`config.mk`:
```
export PLATFORM = sky130hd
export DESIGN_NAME = hev_unit
export DESIGN_NICKNAME = d
export VERILOG_FILES = /design/src/rtl/hev_pkg.sv /design/src/rtl/hev_lowest.sv /design/src/rtl/hev_masks.sv /design/src/rtl/hev_pending.sv /design/src/rtl/hev_unit.sv
export SDC_FILE = /design/constraint.sdc
export NUM_CORES = 1
export LEC_CHECK = 0
export BUFFER_PORTS_ARGS = -buffer_cell sky130_fd_sc_hd__buf_4
export CORE_MARGIN = 5
export CORE_UTILIZATION = 57
export DETAILED_ROUTE_END_ITERATION = 7
export GPL_TIMING_DRIVEN = 0
export PLACE_DENSITY = 0.76
export SLEW_MARGIN = 20
export SYNTH_ARGS = -nofsm -noshare
export SYNTH_HDL_FRONTEND = slang
export SYNTH_SLANG_ARGS = --single-unit
```
`constraint.sdc`:
```
create_clock -name clk -period 3.95 [get_ports clk]
set_input_delay 0.79 -clock clk [delete_from_list [all_inputs] [get_ports clk]]
set_output_delay 0.79 -clock clk [all_outputs]
set_load 0.02 [all_outputs]
```
`src/rtl/hev_pkg.sv`:
```
package hev_pkg;
  typedef enum logic [1:0] {
    SEL_SMI  = 2'd0,
    SEL_SCI  = 2'd1,
    SEL_WAKE = 2'd2,
    SEL_NONE = 2'd3
  } mask_sel_e;

  localparam int NUM_MASKS = 3;
endpackage

```
`src/rtl/hev_lowest.sv`:
```
module hev_lowest #(
  parameter int NEV = 32,
  parameter int CW  = $clog2(NEV + 1)
) (
  input  logic [NEV-1:0] vec,
  output logic [CW-1:0]  code,
  output logic [NEV-1:0] onehot
);
  always_comb begin
    code   = '0;
    onehot = '0;
    for (int i = NEV - 1; i >= 0; i--) begin
      if (vec[i]) begin
        code   = CW'(i + 1);
        onehot = '0;
        onehot[i] = 1'b1;
      end
    end
  end
endmodule

```
`src/rtl/hev_masks.sv`:
```
module hev_masks
  import hev_pkg::*;
#(
  parameter int NEV = 32
) (
  input  logic                           clk,
  input  logic                           rst,
  input  logic                           wr,
  input  logic [1:0]                     sel,
  input  logic [NEV-1:0]                 wdata,
  output logic [NUM_MASKS-1:0][NEV-1:0]  masks_q,
  output logic [NUM_MASKS-1:0][NEV-1:0]  masks_d
);
  for (genvar m = 0; m < NUM_MASKS; m++) begin : g_mask
    always_comb masks_d[m] = (wr && sel == 2'(m)) ? wdata : masks_q[m];

    always_ff @(posedge clk) begin
      if (rst) masks_q[m] <= '0;
      else     masks_q[m] <= masks_d[m];
    end

    p_mask_write_r3: assert property (@(posedge clk) disable iff (rst)
      (wr && sel == 2'(m)) |=> (masks_q[m] == $past(wdata)));
    p_mask_hold_r3: assert property (@(posedge clk) disable iff (rst)
      (!(wr && sel == 2'(m))) |=> $stable(masks_q[m]));
  end
endmodule

```
`src/rtl/hev_pending.sv`:
```
module hev_pending #(
  parameter int NEV = 32,
  parameter int CW  = $clog2(NEV + 1)
) (
  input  logic           clk,
  input  logic           rst,
  input  logic           raise_vld,
  input  logic [CW-1:0]  raise_code,
  input  logic           clr_vld,
  input  logic [NEV-1:0] clr_bits,
  input  logic [NEV-1:0] qry_take,
  output logic [NEV-1:0] pend_q,
  output logic [NEV-1:0] pend_d
);
  logic [NEV-1:0] raise_m;
  logic [NEV-1:0] clr_m;

  for (genvar i = 0; i < NEV; i++) begin : g_dec
    assign raise_m[i] = raise_vld && (raise_code == CW'(i + 1));
  end

  assign clr_m  = clr_vld ? clr_bits : '0;
  assign pend_d = (pend_q & ~clr_m & ~qry_take) | raise_m;

  always_ff @(posedge clk) begin
    if (rst) pend_q <= '0;
    else     pend_q <= pend_d;
  end

  p_raise_wins_r8: assert property (@(posedge clk) disable iff (rst)
    (raise_m != '0) |=> ((pend_q & $past(raise_m)) == $past(raise_m)));
  p_clear_bits_r4: assert property (@(posedge clk) disable iff (rst)
    (clr_vld && raise_m == '0) |=> ((pend_q & $past(clr_bits)) == '0));
  p_one_per_query_r5: assert property (@(posedge clk) disable iff (rst)
    (!clr_vld) |=> ($countones(pend_q) + 1 >= $countones($past(pend_q))));
  p_take_onehot_r5: assert property (@(posedge clk) disable iff (rst)
    $onehot0(qry_take));
endmodule

```
`src/rtl/hev_unit.sv`:
```
module hev_unit
  import hev_pkg::*;
#(
  parameter int NEV = 32,
  parameter int CW  = $clog2(NEV + 1)
) (
  input  logic           clk,
  input  logic           rst,
  input  logic           raise_vld,
  input  logic [CW-1:0]  raise_code,
  input  logic           clr_vld,
  input  logic [NEV-1:0] clr_bits,
  input  logic           qry_vld,
  input  logic           mask_wr,
  input  logic [1:0]     mask_sel,
  input  logic [NEV-1:0] mask_wdata,
  input  logic [1:0]     mask_rsel,
  output logic [NEV-1:0] mask_rdata,
  output logic           qry_done,
  output logic [CW-1:0]  qry_code,
  output logic           smi_req,
  output logic           sci_req,
  output logic           wake_req
);
  logic [NEV-1:0]                pend_q, pend_d;
  logic [NUM_MASKS-1:0][NEV-1:0] masks_q, masks_d;
  logic [CW-1:0]                 low_code;
  logic [NEV-1:0]                low_onehot;
  logic [NEV-1:0]                qry_take;

  hev_lowest #(.NEV(NEV), .CW(CW)) u_low (
    .vec(pend_q), .code(low_code), .onehot(low_onehot)
  );

  assign qry_take = qry_vld ? low_onehot : '0;

  hev_pending #(.NEV(NEV), .CW(CW)) u_pend (
    .clk(clk), .rst(rst), .raise_vld(raise_vld), .raise_code(raise_code),
    .clr_vld(clr_vld), .clr_bits(clr_bits), .qry_take(qry_take),
    .pend_q(pend_q), .pend_d(pend_d)
  );

  hev_masks #(.NEV(NEV)) u_masks (
    .clk(clk), .rst(rst), .wr(mask_wr), .sel(mask_sel), .wdata(mask_wdata),
    .masks_q(masks_q), .masks_d(masks_d)
  );

  always_ff @(posedge clk) begin
    if (rst) begin
      qry_done   <= 1'b0;
      qry_code   <= '0;
      mask_rdata <= '0;
      smi_req    <= 1'b0;
      sci_req    <= 1'b0;
      wake_req   <= 1'b0;
    end else begin
      qry_done   <= qry_vld;
      qry_code   <= qry_vld ? low_code : '0;
      mask_rdata <= (mask_rsel == SEL_NONE) ? '0 : masks_q[mask_rsel];
      smi_req    <= |(pend_d & masks_d[SEL_SMI]);
      sci_req    <= |(pend_d & masks_d[SEL_SCI]);
      wake_req   <= |(pend_d & masks_d[SEL_WAKE]);
    end
  end

  p_done_pulse_r5: assert property (@(posedge clk) disable iff (rst)
    qry_vld |=> qry_done);
  p_code_range_r5: assert property (@(posedge clk) disable iff (rst)
    qry_done |-> (qry_code <= CW'(NEV)));
  p_empty_query_r6: assert property (@(posedge clk) disable iff (rst)
    (qry_vld && pend_q == '0) |=> (qry_code == '0));
  p_req_idle_r7: assert property (@(posedge clk) disable iff (rst)
    (pend_q == '0) |-> !(smi_req || sci_req || wake_req));
endmodule

```
==> PnR_summary.wiki <==
{| class="wikitable"
! Metric !! Value
|-
| Outcome || finished, final reports clean
|-
| Final hold violation count || 0
|-
| Detail Route Antenna Nets || 0
|-
| Vias in the first global route || 7803
|-
| Top-area cell type share of the netlist area || 43.2%
|-
| YS warnings || 0
|-
| Transition time of the tightest slew-check pin || 1.10 ns
|-
| Clock insertion delay at the later pin of the skew report || roughly 0.43 ns
|-
| Final critical path time including I/O delays and setup || 3.93 ns
|-
| Sort of element at the end of the critical path || flip-flop
|-
| Slew HR || a little over a quarter
|-
| Area growth from synthesis to final layout || 21.8%
|-
| Series of cell instances along the critical path || buf_4 -> nor3b_1 -> clkbuf_2 -> buf_2 -> buf_2 -> mux2i_1 -> a21oi_1 -> nor4_1 -> o21ai_0 -> nor4_1 -> a41oi_1
|-
| Number of violations reported at the end of detailed-routing iteration 0 || about 1.1k
|-
| Post-synth cell types || 63
|-
| Global-route wire length before repair || ~44000 um
|-
| Number of top-level design ports || 122
|-
| Final period utilization || 99.4%
|-
| Largest net degree at the start of global routing || 17
|-
| Mapped Area || 0.00787 mm2
|-
| Root cell of the clock tree || sky130_fd_sc_hd__clkbuf_16
|-
| Via density per instance || 6.45
|-
| Number of clock buffers inserted by TritonCTS || 17
|-
| List of most frequent post-synthesis cells || 217 x sky130_fd_sc_hd__nor2_1, 170 x sky130_fd_sc_hd__dfxtp_1, 126 x sky130_fd_sc_hd__mux2i_1, 73 x sky130_fd_sc_hd__a21oi_1, 46 x sky130_fd_sc_hd__clkbuf_1
|-
| Post-synthesis async set-or-reset flop share || 0%
|-
| Placement-stage worst setup slack || -0.407 ns
|-
| Worst Path Max Fanout || 10
|-
| Final net count || 1129
|-
| Synthesized instance count || 915
|-
| Seq cells post-synth || 170
|-
| Worst-path clk slew || 0.06 ns
|-
| Number of flops mapped to enable cells by yosys || 0
|-
| Net count after synthesis || 995
|-
| Share of cells above drive strength 1 || 15.7%
|-
| Global-route usage over all layers || 36.0%
|-
| Number of levels in the clock H-tree || 4
|-
| Overall routed net length || 29300 um
|-
| Library cell occupying the most area in the post-synthesis netlist || sky130_fd_sc_hd__dfxtp_1
|-
| Post-route setup slack || 0.0236 ns
|-
| Maximum root-to-sink buffer count || 2
|-
| Die footprint || 0.0163 mm2
|-
| CP required || 4.20 ns
|-
| Cell at the slowest stage of the critical path || sky130_fd_sc_hd__nor4_1
|-
| Final setup violation count || 0
|-
| Final max-slew violation count || 0
|-
| Leakage || 4.18 nW
|-
| VDD IR max || between 400 and 500 uV
|-
| Hold Slack || 0.464 ns
|-
| Top_reg_cell synth || sky130_fd_sc_hd__dfxtp_1
|-
| Global route overflow || 0
|-
| Count of TritonRoute iterations in the first routing pass || 7
|-
| Setup TNS || 0 ns
|-
| Number of port buffers || 116
|-
| Power per standard cell area || 415 mW/mm2
|-
| Highest achievable clock rate || 255 MHz
|-
| Cells taking the most area after synthesis || sky130_fd_sc_hd__dfxtp_1 43%, sky130_fd_sc_hd__mux2i_1 16%, sky130_fd_sc_hd__nor2_1 10%
|-
| Number of maximum-capacitance violations || 0
|-
| Initial antenna violation count || 0
|-
| Die width || 128 um
|-
| Vias post-DR || 7993
|-
| Element type at the critical path start || primary input
|-
| HPWL after detailed placement || 22000 um
|-
| Min-Delay Path Class || reg2reg
|-
| RSZ-0062 raised after global routing || no
|-
| Wire length per cell || 23.6 um
|-
| Std-Cell Rows || 43
|-
| Count of clock tree sinks || 170
|-
| Core area || 0.0137 mm2
|-
| Post-Synthesis Mean Instance Area || 8.60 um2
|-
| Sequential element share of the synthesized area || a little over two fifths
|-
| Global placement routability congestion || 0.967
|-
| TritonCTS clock tree || done
|-
| Worst Clk Skew || 0.00559 ns
|-
| Final cell area excluding filler cells || 0.00958 mm2
|-
| Arrival time at the worst endpoint || 4.18 ns
|-
| Diodes inserted || 0
|-
| Die height || 128 um
|-
| Post-route DRC violation count || 0
|-
| Critical path class || in2reg
|-
| Starting Density || 57.4%
|-
| Peak per-stage delay on the critical path || 0.54 ns
|-
| CTS Hold Bufs || 0
|-
| Most used standard cell by instance count after synthesis || sky130_fd_sc_hd__nor2_1
|-
| Cell area after placement || 0.00897 mm2
|}
cell usage in the layout, fill, tap and decap left out, types with 6 or more instances in the layout:
master and n:
sky130_fd_sc_hd__a21boi_0 6, sky130_fd_sc_hd__a21oi_1 73, sky130_fd_sc_hd__a31oi_1 11, sky130_fd_sc_hd__buf_2 6, sky130_fd_sc_hd__buf_4 117, sky130_fd_sc_hd__clkbuf_1 46, sky130_fd_sc_hd__clkbuf_16 17, sky130_fd_sc_hd__dfxtp_1 170
sky130_fd_sc_hd__inv_1 7, sky130_fd_sc_hd__mux2i_1 126, sky130_fd_sc_hd__nand2_1 37, sky130_fd_sc_hd__nand3_1 23, sky130_fd_sc_hd__nand4_1 7, sky130_fd_sc_hd__nor2_1 217, sky130_fd_sc_hd__nor2b_1 14, sky130_fd_sc_hd__nor3_1 16
sky130_fd_sc_hd__nor4_1 18, sky130_fd_sc_hd__o21ai_0 10, sky130_fd_sc_hd__o221ai_1 7, sky130_fd_sc_hd__o22ai_1 20, sky130_fd_sc_hd__or4_1 9
state kept, by name (all words and copies together), names as in the netlist:
signal and cells:
qry_done 1, u_pend.pend_q 32, u_masks.masks_q 96, smi_req 1, mask_rdata 32, wake_req 1
qry_code 6, sci_req 1
cells by family after synthesis:
logic type | share of synthesized area [%]
buffers and inverters | 3.29
and+or+nand+nor | 22.2
muxes | 17.2
DFF | 43.2
AOI/OAI and AO/OA | 14.1
timing repair:
action,in CTS,in global routing
gates cloned,0,0
gates resized for setup,1,2
endpoints found under the setup margin,1,1
buffers inserted,0,0
path summary, 6_finish.rpt:
path                                start                      to  slack, ns  depth (start not counted)
max reg2reg   u_pend.pend_q[1]$_SDFF_PP0_      smi_req$_SDFF_PP0_       0.13                          8
min          u_pend.pend_q[31]$_SDFF_PP0_  qry_code[5]$_SDFF_PP0_       0.46                          2
min reg2reg  u_pend.pend_q[31]$_SDFF_PP0_  qry_code[5]$_SDFF_PP0_       0.46                          2
max                           mask_sel[1]      smi_req$_SDFF_PP0_       0.02                         11
layout make-up:
| type | count | area [um2] |
|---|---|---|
| buffer | 58 | 236 |
| clock buffer | 20 | 447 |
| clock inverter | 10 | 168 |
| fill | 1185 | 4140 |
| inverter | 7 | 26.3 |
| multi-input combinational | 679 | 4210 |
| sequential | 170 | 3400 |
| tap | 180 | 225 |
| timing repair buffer | 116 | 871 |
report_power, final:
group / leakage [nW] / internal (W) / total, W / switching [W]
clock: 0.285 / 0.00107 / 0.00177 / 0.000697
sequential: 1.38 / 0.00176 / 0.00178 / 0.0000223
combinational: 2.52 / 0.000159 / 0.000427 / 0.000268
total: 4.18 / 0.00299 / 0.00398 / 0.000988
per-layer routing:
layer  vias up  share of wire (%)  global-route usage (%)
met4         0                5.2                    18.0
met1      3798                 40                    47.6
met5         -                  0                       0
met2       544                 44                    55.0
li1       3553                  -                       -
met3        98                 10                    8.61
worst max-delay path: cells and delay by family:
family          cells  cell delay [ns]
compound gates      3             0.48
mux                 1             0.37
buf+inv             4             1.25
simple gates        3             1.26
through the flow:
stage	std cells	util (%)	total power [W]
CTS	1241	69.8	0.00396
floorplan	915	-	0.00204
global placement	1211	65.4	0.00222
finish	1240	69.9	0.00398
detailed placement	1211	65.4	0.00223
global route	1240	69.9	0.00408
Note: power is estimated with default switching activity, not from simulation.
